[config.mk]
export PLATFORM = sky130hd
export DESIGN_NAME = pcm_wr_pulse_ctrl
export DESIGN_NICKNAME = d
export VERILOG_FILES = /design/src/rtl/pcm_wr_pkg.sv /design/src/rtl/pcm_wr_hold_reg.sv /design/src/rtl/pcm_wr_window_seq.sv /design/src/rtl/pcm_wr_lane_drv.sv /design/src/rtl/pcm_wr_pulse_ctrl.sv
export SDC_FILE = /design/constraint.sdc
export NUM_CORES = 1
export LEC_CHECK = 0
export ABC_CLOCK_PERIOD_IN_PS = 2600
export BUFFER_PORTS_ARGS = -buffer_cell sky130_fd_sc_hd__buf_4
export CORE_AREA = 2 2 152 154
export CTS_CLUSTER_SIZE = 10
export DETAILED_ROUTE_END_ITERATION = 16
export DIE_AREA = 0 0 154 156
export PLACE_DENSITY = 0.65
export SYNTH_ARGS = -nofsm -noshare
export SYNTH_HDL_FRONTEND = slang
export SYNTH_SLANG_ARGS = --single-unit
export TNS_END_PERCENT = 10
[constraint.sdc]
create_clock -name clk -period 2.6 [get_ports clk]
set_clock_uncertainty 0.05 [all_clocks]
set_input_delay 0.39 -clock clk [delete_from_list [all_inputs] [get_ports clk]]
set_output_delay 0.39 -clock clk [all_outputs]
set_load 0.02 [all_outputs]
[src/rtl/pcm_wr_pkg.sv]
package pcm_wr_pkg;

   typedef enum logic [1:0] {
      PH_IDLE  = 2'd0,
      PH_PULSE = 2'd1,
      PH_DONE  = 2'd2
   } wr_phase_t;

   function automatic int cnt_width(input int n);
      return (n > 1) ? $clog2(n) : 1;
   endfunction

endpackage

[src/rtl/pcm_wr_hold_reg.sv]
module pcm_wr_hold_reg #(
   parameter int DATA_W = 128
) (
   input  logic              clk,
   input  logic              rst_n,
   input  logic              load,
   input  logic [DATA_W-1:0] d,
   output logic [DATA_W-1:0] q
);

   always_ff @(posedge clk) begin
      if (!rst_n)
         q <= '0;
      else if (load)
         q <= d;
   end

endmodule

[src/rtl/pcm_wr_window_seq.sv]
module pcm_wr_window_seq
   import pcm_wr_pkg::*;
#(
   parameter int RST_CYC = 4,
   parameter int SET_CYC = 10
) (
   input  logic      clk,
   input  logic      rst_n,
   input  logic      start,
   output wr_phase_t phase,
   output logic      melt_win,
   output logic      xtal_win
);

   localparam int CNT_W = cnt_width(SET_CYC);
   localparam logic [CNT_W-1:0] LAST_CNT = CNT_W'(SET_CYC - 1);

   wr_phase_t        ph_q;
   logic [CNT_W-1:0] cnt_q;

   always_ff @(posedge clk) begin
      if (!rst_n) begin
         ph_q  <= PH_IDLE;
         cnt_q <= '0;
      end else begin
         unique case (ph_q)
            PH_IDLE: begin
               cnt_q <= '0;
               if (start)
                  ph_q <= PH_PULSE;
            end
            PH_PULSE: begin
               if (cnt_q == LAST_CNT) begin
                  ph_q  <= PH_DONE;
                  cnt_q <= '0;
               end else begin
                  cnt_q <= cnt_q + 1'b1;
               end
            end
            PH_DONE: ph_q <= PH_IDLE;
            default: ph_q <= PH_IDLE;
         endcase
      end
   end

   assign phase    = ph_q;
   assign xtal_win = (ph_q == PH_PULSE);

   generate
      if (RST_CYC == SET_CYC) begin : g_equal_len
         assign melt_win = xtal_win;
      end else begin : g_short_melt
         localparam logic [CNT_W-1:0] MELT_END = CNT_W'(RST_CYC);
         assign melt_win = xtal_win && (cnt_q < MELT_END);
      end
   endgenerate

endmodule

[src/rtl/pcm_wr_lane_drv.sv]
module pcm_wr_lane_drv #(
   parameter int DATA_W = 128
) (
   input  logic              melt_win,
   input  logic              xtal_win,
   input  logic [DATA_W-1:0] held,
   output logic [DATA_W-1:0] reset_en,
   output logic [DATA_W-1:0] set_en
);

   for (genvar i = 0; i < DATA_W; i++) begin : g_lane
      assign set_en[i]   = xtal_win & held[i];
      assign reset_en[i] = melt_win & ~held[i];
   end

endmodule

[src/rtl/pcm_wr_pulse_ctrl.sv]
module pcm_wr_pulse_ctrl
   import pcm_wr_pkg::*;
#(
   parameter int DATA_W  = 128,
   parameter int RST_CYC = 4,
   parameter int SET_CYC = 10
) (
   input  logic              clk,
   input  logic              rst_n,
   input  logic              wr_valid,
   output logic              wr_ready,
   input  logic [DATA_W-1:0] wr_data,
   output logic              busy,
   output logic              done,
   output logic [DATA_W-1:0] reset_en,
   output logic [DATA_W-1:0] set_en
);

   generate
      if (DATA_W < 1) begin : g_bad_width
         $error("pcm_wr_pulse_ctrl: DATA_W must be at least 1");
      end
      if (RST_CYC < 1) begin : g_bad_melt
         $error("pcm_wr_pulse_ctrl: RST_CYC must be at least 1");
      end
      if (SET_CYC < RST_CYC) begin : g_bad_xtal
         $error("pcm_wr_pulse_ctrl: SET_CYC must not be shorter than RST_CYC");
      end
   endgenerate

   wr_phase_t         phase;
   logic              melt_win;
   logic              xtal_win;
   logic              take;
   logic [DATA_W-1:0] held;

   assign wr_ready = (phase == PH_IDLE);
   assign busy     = ~wr_ready;
   assign done     = (phase == PH_DONE);
   assign take     = wr_valid & wr_ready;

   pcm_wr_hold_reg #(.DATA_W(DATA_W)) u_hold (
      .clk   (clk),
      .rst_n (rst_n),
      .load  (take),
      .d     (wr_data),
      .q     (held)
   );

   pcm_wr_window_seq #(.RST_CYC(RST_CYC), .SET_CYC(SET_CYC)) u_seq (
      .clk      (clk),
      .rst_n    (rst_n),
      .start    (take),
      .phase    (phase),
      .melt_win (melt_win),
      .xtal_win (xtal_win)
   );

   pcm_wr_lane_drv #(.DATA_W(DATA_W)) u_lanes (
      .melt_win (melt_win),
      .xtal_win (xtal_win),
      .held     (held),
      .reset_en (reset_en),
      .set_en   (set_en)
   );

endmodule

# --- After elaboration in Yosys (flattened, before gate mapping) ---
# Index checks and enable logic that the tools add are counted.
op_classes:
  add_sub_neg: 1
  magnitude_cmp: 1
  n_eq_ne: 5
  mux: 5
  n_bitwise: 386
  n_reduce_logical: 4
ops:
  columns: ["op", "count"]
  rows:
  - ["$and 1x1->1", 257]
  - ["$not 1->1", 129]
  - ["$pmux 4 s2", 1]
  - ["$add 4x1->4 const B", 1]
  - ["$eq 4x4->1 const B", 1]
  - ["$lt 4x3->1 const B", 1]
  - ["$mux 2", 2]
  - ["$mux 4", 1]
  - ["$pmux 2 s2", 1]
  - ["$eq 2x1->1 const B", 1]
  - ["$eq 2x2->1 const B", 1]
  - ["$logic_not 2->1", 1]
  - ["$ne 2x1->1 const B", 1]
  - ["$ne 2x2->1 const B", 1]
  - ["$reduce_and 2->1", 1]
  - ["$reduce_bool 2->1", 1]
  - ["$logic_and 1x1->1", 1]
totals:
  ff_bits: 134
  input_bits: 131
  output_inout_bits: 259
  elab_cells: 405

# --- Longest topological paths before layout ---
# Gate-level depths: netlist (run 1).
depth:
  word_depth: 4
  ltp_mapped: 6

# --- Modules after synthesis ---
# A second synthesis (run 1) with hierarchy kept.
unflattened:
  cells_unflattened: 732
  hier_area_um2: 7034.2
by_module_without_submodules:
  columns: ["module", "n_inst", "cells_per_inst", "area_each_um2", "seq_area_each_um2"]
  rows:
  - ["pcm_wr_hold_reg", 1, 412, 4968.5, 2562.5]
  - ["pcm_wr_lane_drv", 1, 284, 1744.2, 0.0]
  - ["pcm_wr_window_seq", 1, 32, 297.8, 120.1]
  - ["pcm_wr_pulse_ctrl", 1, 4, 23.8, 0.0]

# --- Worst setup path after synthesis (run 1) ---
# OpenSTA, ideal clock, no wires.
synth_path:
  path_type: "register to output"
  from: "register u_seq.ph_q[0], in the netlist u_seq.phase[0]"
  to: "output port reset_en[33]"
  arrival_time_ns: 1.421
  setup_slack_ns: 0.739
  stages_incl_launch_ff: 6
  n_path_buf: 2
  path_cell_list: "dfxtp_1 -> nand2b_1 -> or3_1 -> buf_2 -> buf_4 -> nor2_1"
synth_between:
  elab_chain_cells: 3
synth_rtl:
  columns: ["item", "line_no", "source"]
  rows:
  - ["start, declared", "pcm_wr_window_seq.sv:18", "wr_phase_t ph_q;"]
  - ["start signal, assigned", "pcm_wr_window_seq.sv:23", "ph_q <= PH_IDLE;"]
  - ["start signal, assigned", "pcm_wr_window_seq.sv:30", "ph_q <= PH_PULSE;"]
  - ["start signal, assigned", "pcm_wr_window_seq.sv:34", "ph_q <= PH_DONE;"]
  - ["$eq 2x1->1", "pcm_wr_window_seq.sv:47", "assign xtal_win = (ph_q == PH_PULSE);"]
  - ["$logic_and 1x1->1", "pcm_wr_window_seq.sv:54", "assign melt_win = xtal_win && (cnt_q < MELT_END);"]
  - ["$and 1x1->1", "pcm_wr_lane_drv.sv:13", "assign reset_en[i] = melt_win & ~held[i];"]
  - ["end, declared", "pcm_wr_pulse_ctrl.sv:15", "output logic [DATA_W-1:0] reset_en,"]
# No other way between the ends.

# --- Worst setup path after layout (run 1) ---
layout_path:
  from: "register u_seq.ph_q[1], in the netlist u_seq.phase[1]"
  to: "output port reset_en[3]"
# Same word-level chain as after synthesis.

==> metrics.md, run 1 <==
| Metric | Value |
|---|---|
| HP Class | `in -> reg` |
| CTS tree | `done` |
| Avg Synthesized Cell Area | `7.379 um2` |
| Num CTS Buffers | `17` |
| Ant diodes | `0` |
| Multi-input gate area | `3426 um2` |
| Die area | `24020 um2` |
| Slew headroom | `0.6836` |
| Most common cell in the netlist | `nand2_1` |
| Kind of critical path | `reg -> out` |
| Ys flop type | `dfxtp_1` |
| P_sw | `1768 uW` |
| Mean routed wirelength per cell | `14.49 um` |
| Comb power frac | `0.218` |
| DRC | `0` |
| HP Start | `wr_data[93]` |
| Num ports | `390` |
| H-tree Lvls | `4` |
| Final instance area | `10220 um2` |
| Post-synthesis async set-or-reset flop share | `0` |
| Initial drt markers | `329` |
| Layout cells sized above 1 | `0.3546` |
| Total grt overflow | `0` |
| Initial antenna violation count | `0` |
| Placer congestion estimate | `0.7871` |
| Internal power | `4423 uW` |
| Max cap viols | `0` |
| RSZ-0062 raised after global routing | `false` |
| Reg clk slew, reported paths | `60 ps` |
| Critical Path RT | `2160 ps` |
| WHS Endpoint | `u_hold.q[93]$_SDFFE_PN0P_` |
| Final WL | `22070 um` |
| WHS Path Cells | `3` |
| Post-DP HPWL | `15440 um` |
| Switch share | `0.2856` |
| Syn_nets | `1011` |
| Sequential cell area fraction in the yosys report | `0.4141` |
| Vias in the first global route | `6364` |
| NumNets Final | `1360` |
| Sequential Power Share | `0.369` |
| Syn Inst Count | `878` |
| R2R cell count | `4` |
| Worst R2R Start | `u_seq.phase[1]$_SDFFE_PN0P_` |
| Worst Setup End Kind | `primary output` |
| Final hold slack | `181.8 ps` |
| Root Buffer | `clkbuf_16` |
| Final ANT Viol Nets | `0` |
| Slew Limit Fails | `0` |
| Rows | `55` |
| Outcome | `complete, no violations` |
| Main area contributors after synthesis | `dfxtp_1, nand2_1, a21boi_0` |
| Hold Buf Count CTS | `0` |
| Critical Path Fanout Max | `64` |
| Buffers on Ports | `389` |
| DIE HEIGHT | `156 um` |
| Reg-to-reg critical path endpoint | `u_hold.q[68]$_SDFFE_PN0P_` |
| Max clock buf depth | `2` |
| Synthesized cell area | `6479 um2` |
| Final core occ | `0.4569` |
| Filler cells | `2265` |
| Critical path startpoint category | `flip-flop` |
| Area Growth Syn to Fin | `57.73%` |
| Overall Global Routing Usage | `0.1732` |
| Total power draw | `6192 uW` |
| Worst Max-Slew Pin Slew | `474.6 ps` |
| WP data arrival | `2040 ps` |
| Final setup violation count | `0` |
| Minimum clock period | `2477 ps` |
| Final cycle utilization of the critical path | `0.9525` |
| CTS Sinks | `134` |
| Clock Power Share | `0.414` |
| Cell accounting for the most synthesized area | `dfxtp_1` |
| Placed Area | `9553 um2` |
| Initial Utilization | `0.2897` |
| Global-route wire length before repair | `33400 um` |
| Leakage Power | `0.004935 uW` |
| PD cells | `605.9 nW/um2` |
| Pin count of the biggest net entering global routing | `129` |
| Share of the synthesized area in the top cell type | `0.4141` |
| Die width | `154 um` |
| Netlist cell types | `23` |
| Core ar. | `22370 um2` |
| VDD IR max | `0.0003422 V` |
| Number of enable flip-flop cells after synthesis | `0` |
| Top post-synthesis cells by count | `nand2_1, dfxtp_1, nor2_1` |
| YS warnings | `0` |
| Yosys reg bits | `134` |
| Worst-Skew Late Latency | `400 ps` |
| Fmax | `403.8 MHz` |
| Setup TNS | `0 ps` |
| Register Area | `2683 um2` |
| Pre-Repair DR Iteration Count | `4` |
| R2r setup slk | `760 ps` |
| Hold Vio Cnt, Final | `0` |
| Vias | `6639` |
| Vias per inst | `4.359` |
## placed cells by master (no fill, tap or decap), drive strengths merged, types with 2 or more instances in the layout
master | synthesis | final
clkinv | 0 | 4
buf | 44 | 401
bufinv | 0 | 4
nand2b | 3 | 3
nand4 | 2 | 2
and2 | 128 | 128
dfxtp | 134 | 134
a21boi | 131 | 131
ha | 2 | 2
inv | 2 | 3
nor2b | 3 | 3
clkbuf | 28 | 20
nand3 | 3 | 3
clkinvlp | 0 | 2
o21ai | 3 | 3
nand2 | 259 | 259
nor2 | 130 | 130
## stage by stage
step	cells	worst slack (ps)
2_1_floorplan	878	739.3
3_3_place_gp	1492	571.2
3_5_place_dp	1492	499.5
4_1_cts	1522	58.66
5_1_grt	1523	24.03
6_report	1523	123.5
## area by class of cell
type | count | share of cell area
clock buffer | 19 | 0.04432
inverter | 2 | 0.0007347
tap | 285 | 0.03490
multi-input combinational | 670 | 0.3353
clock inverter | 11 | 0.01714
timing repair buffer | 402 | 0.3051
sequential | 134 | 0.2625
## worst max path at each step
stage	startpoint	to	slack (ps)	depth (start not counted)
final	u_seq.phase[1]$_SDFFE_PN0P_	reset_en[3]	120	5
after global routing	u_seq.phase[1]$_SDFFE_PN0P_	reset_en[109]	20	5
after CTS	u_seq.phase[1]$_SDFFE_PN0P_	reset_en[43]	60	5
after detailed placement	u_seq.phase[1]$_SDFFE_PN0P_	reset_en[43]	500	5
after global placement	u_seq.phase[1]$_SDFFE_PN0P_	reset_en[43]	570	5
after floorplan	u_seq.phase[0]$_SDFFE_PN0P_	reset_en[33]	740	5
## routing by layer
metal,GRT usage,routed length [um]
met1,0.2011,9152
met2,0.3135,11150
met3,0.04361,1408
met4,0.05251,350
met5,0,0
## power by group through the flow
stage / sequential [uW] / clock [uW] / combinational (uW)
final: 2280 / 2560 / 1350
after global routing: 2300 / 2730 / 1460
after CTS: 2280 / 2630 / 1350
after detailed placement: 2330 / 0 / 1350
after global placement: 2320 / 0 / 1330
after floorplan: 2280 / 0 / 756
## logic make-up (layout without fill, tap and decap cells)
logic type | count (synthesis) | after routing | synth area share
adder cells (fa/ha/maj) | 2 | 2 | 0.003862
AO/OA/AOI/OAI | 135 | 135 | 0.1555
flip-flops | 134 | 134 | 0.4141
AND/OR/NAND/NOR | 533 | 533 | 0.3654
buffers and inverters | 74 | 434 | 0.06122
## worst max-delay path: stages (launching register included)
cell and delay, ps:
dfxtp_1 430, nand2b_1 220, or3_4 380, clkbuf_16 280
nor2_1 140, buf_4 150
## state kept, by name, summed over array words and instances, names as in the netlist
register / cells
u_hold.q: 128
u_seq.cnt_q: 4
u_seq.phase: 2
## repair_timing
| item | in CTS | in global routing |
|---|---|---|
| setup buffers | 0 | 0 |
| setup endpoints to repair | 0 | 96 |
| gates resized for setup | 0 | 3 |
(Power assumes the default switching activity.)
==> inputs of run 2 (changes only) <==
--- a/config.mk
+++ b/config.mk
@@ -5,13 +5,16 @@
 export SDC_FILE = /design/constraint.sdc
 export NUM_CORES = 1
 export LEC_CHECK = 0
-export ABC_CLOCK_PERIOD_IN_PS = 2600
+export ABC_CLOCK_PERIOD_IN_PS = 2820
 export BUFFER_PORTS_ARGS = -buffer_cell sky130_fd_sc_hd__buf_4
-export CORE_AREA = 2 2 152 154
+export CELL_PAD_IN_SITES_DETAIL_PLACEMENT = 0
+export CELL_PAD_IN_SITES_GLOBAL_PLACEMENT = 2
+export CORE_MARGIN = 2
+export CORE_UTILIZATION = 22
 export CTS_CLUSTER_SIZE = 10
 export DETAILED_ROUTE_END_ITERATION = 16
-export DIE_AREA = 0 0 154 156
-export PLACE_DENSITY = 0.65
+export MAX_ROUTING_LAYER = met4
+export PLACE_DENSITY = 0.89
 export SYNTH_ARGS = -nofsm -noshare
 export SYNTH_HDL_FRONTEND = slang
 export SYNTH_SLANG_ARGS = --single-unit
==> constraint.sdc (replaced) <==
create_clock -name clk -period 2.82 [get_ports clk]
set_clock_uncertainty 0.05 [all_clocks]
set_input_delay 0.423 -clock clk [delete_from_list [all_inputs] [get_ports clk]]
set_output_delay 0.423 -clock clk [all_outputs]
set_load 0.02 [all_outputs]
==> metrics.md, run 2 (synthesis results as in run 1) <==
| Metric | Value |
|---|---|
| VDD IR max | `0.0003336 V` |
| Overall Global Routing Usage | `0.1495` |
| Initial Utilization | `0.2245` |
| Total grt overflow | `0` |
| NumNets Final | `1357` |
| Critical Path Fanout Max | `97` |
| Leakage Power | `0.004854 uW` |
| H-tree Lvls | `4` |
| Fmax | `388.3 MHz` |
| Placer congestion estimate | `0.7767` |
| CTS Sinks | `134` |
| Initial drt markers | `226` |
| RSZ-0062 raised after global routing | `false` |
| Max cap viols | `0` |
| CTS tree | `done` |
| Hold Buf Count CTS | `0` |
| Outcome | `complete, no violations` |
| HP Start | `wr_data[59]` |
| Layout cells sized above 1 | `0.3517` |
| Core ar. | `28860 um2` |
| Most flops, register | `u_hold.q` |
| Final setup violation count | `0` |
| Vias per inst | `4.089` |
| Area Growth Syn to Fin | `57.30%` |
| Rows | `62` |
| Worst Setup End Kind | `primary output` |
| Max clock buf depth | `2` |
| Worst Max-Slew Pin Slew | `564.4 ps` |
| Slew Limit Fails | `0` |
| Hold Vio Cnt, Final | `0` |
| Number of flip-flops in the largest register | `128` |
| Vias in the first global route | `6257` |
| Final instance area | `10190 um2` |
| Final cycle utilization of the critical path | `0.9131` |
| Die area | `30840 um2` |
| Ant diodes | `0` |
| Vias | `6628` |
| Worst-Skew Late Latency | `400 ps` |
| WP data arrival | `2100 ps` |
| Minimum clock period | `2575 ps` |
| Critical path startpoint category | `flip-flop` |
| Final ANT Viol Nets | `0` |
| Slew headroom | `0.6238` |
| Kind of critical path | `reg -> out` |
| Placed Area | `9649 um2` |
| Most common cell after layout, fill and taps aside | `buf_4` |
| Initial antenna violation count | `0` |
| Pre-Repair DR Iteration Count | `4` |
| Postcts setup bufs | `0` |
| Setup TNS | `0 ps` |
| HP Class | `in -> reg` |
| Mean routed wirelength per cell | `14.26 um` |
| Root Buffer | `clkbuf_16` |
| Worst R2R Start | `u_seq.phase[1]$_SDFFE_PN0P_` |
| Global-route wire length before repair | `35220 um` |
| PD cells | `528.5 nW/um2` |
| Buffers on Ports | `389` |
| Commonest cells after routing, fill and taps aside | `buf_4, nand2_1, dfxtp_1` |
| Pin count of the biggest net entering global routing | `102` |
| Reg clk slew, reported paths | `60 ps` |
| DIE HEIGHT | `175.6 um` |
| Post-DP HPWL | `16490 um` |
| DRC | `0` |
| # resized after CTS | `0` |
| Die width | `175.6 um` |
| Num ports | `390` |
| Critical Path RT | `2350 ps` |
| Num CTS Buffers | `17` |
| Worst Setup SP | `u_seq.phase[1]$_SDFFE_PN0P_` |
| Final WL | `23120 um` |
run 2: cell types whose count changed in the layout (fill, tap and decap cells not counted), sizes merged:
| cell | before | now |
|---|---|---|
| bufinv | 4 | 0 |
| clkinvlp | 2 | 6 |
| clkinv | 4 | 3 |
| clkbuf | 20 | 19 |
| buf | 401 | 399 |
| inv | 3 | 6 |
run 2: critical path, cell delays in order (launching register included):
cell      delay [ps]
dfxtp_1          440
nand2b_1         220
or3_4            360
buf_12           220
nor2_1           230
buf_4            180
run 2: metrics by stage:
step	std cells	hold slack [ps]	util	power, uW	worst slack, ps
6_report	1621	211.0	0.3531	5386	244.9
3_5_place_dp	1589	415.6	0.3344	3395	680.3
3_3_place_gp	1589	410.6	0.3344	3384	699.4
4_1_cts	1621	183.2	0.3531	5511	225.0
2_1_floorplan	878	393.8	-	2801	926.3
5_1_grt	1621	183.7	0.3531	5701	132.6
run 2: power by group:
group | total, uW | internal (uW) | switching, uW
Combinational | 1230 | 535 | 695
Sequential | 2100 | 2010 | 94.7
Clock | 2050 | 1160 | 899
Total | 5390 | 3700 | 1690
run 2: final timing paths:
| kind | endpoint | slack [ps] | cells after the start |
|---|---|---|---|
| hold / removal | u_hold.q[59]$_SDFFE_PN0P_ | 210 | 3 |
| hold reg to reg | u_hold.q[104]$_SDFFE_PN0P_ | 420 | 2 |
| setup reg to reg | u_hold.q[36]$_SDFFE_PN0P_ | 1080 | 4 |
| setup / recovery | reset_en[93] | 240 | 5 |
run 2: layout make-up:
| class | instances | area, um2 |
|---|---|---|
| well taps | 384 | 480.5 |
| flip-flops and latches | 134 | 2683 |
| fillers | 3125 | 18670 |
| clock buffers | 19 | 442.9 |
| multi-input cells | 670 | 3421 |
| repair buffers | 399 | 3058 |
| clock inverters | 13 | 98.84 |
| inverters | 2 | 7.507 |
run 2: layer usage:
metal,vias to the layer above,global-route usage,wire length (um)
li1,3424,-,-
met3,10,0.03788,1484
met4,0,0.03340,219
met2,222,0.2495,11320
met5,-,-,0
met1,2972,0.1820,10100
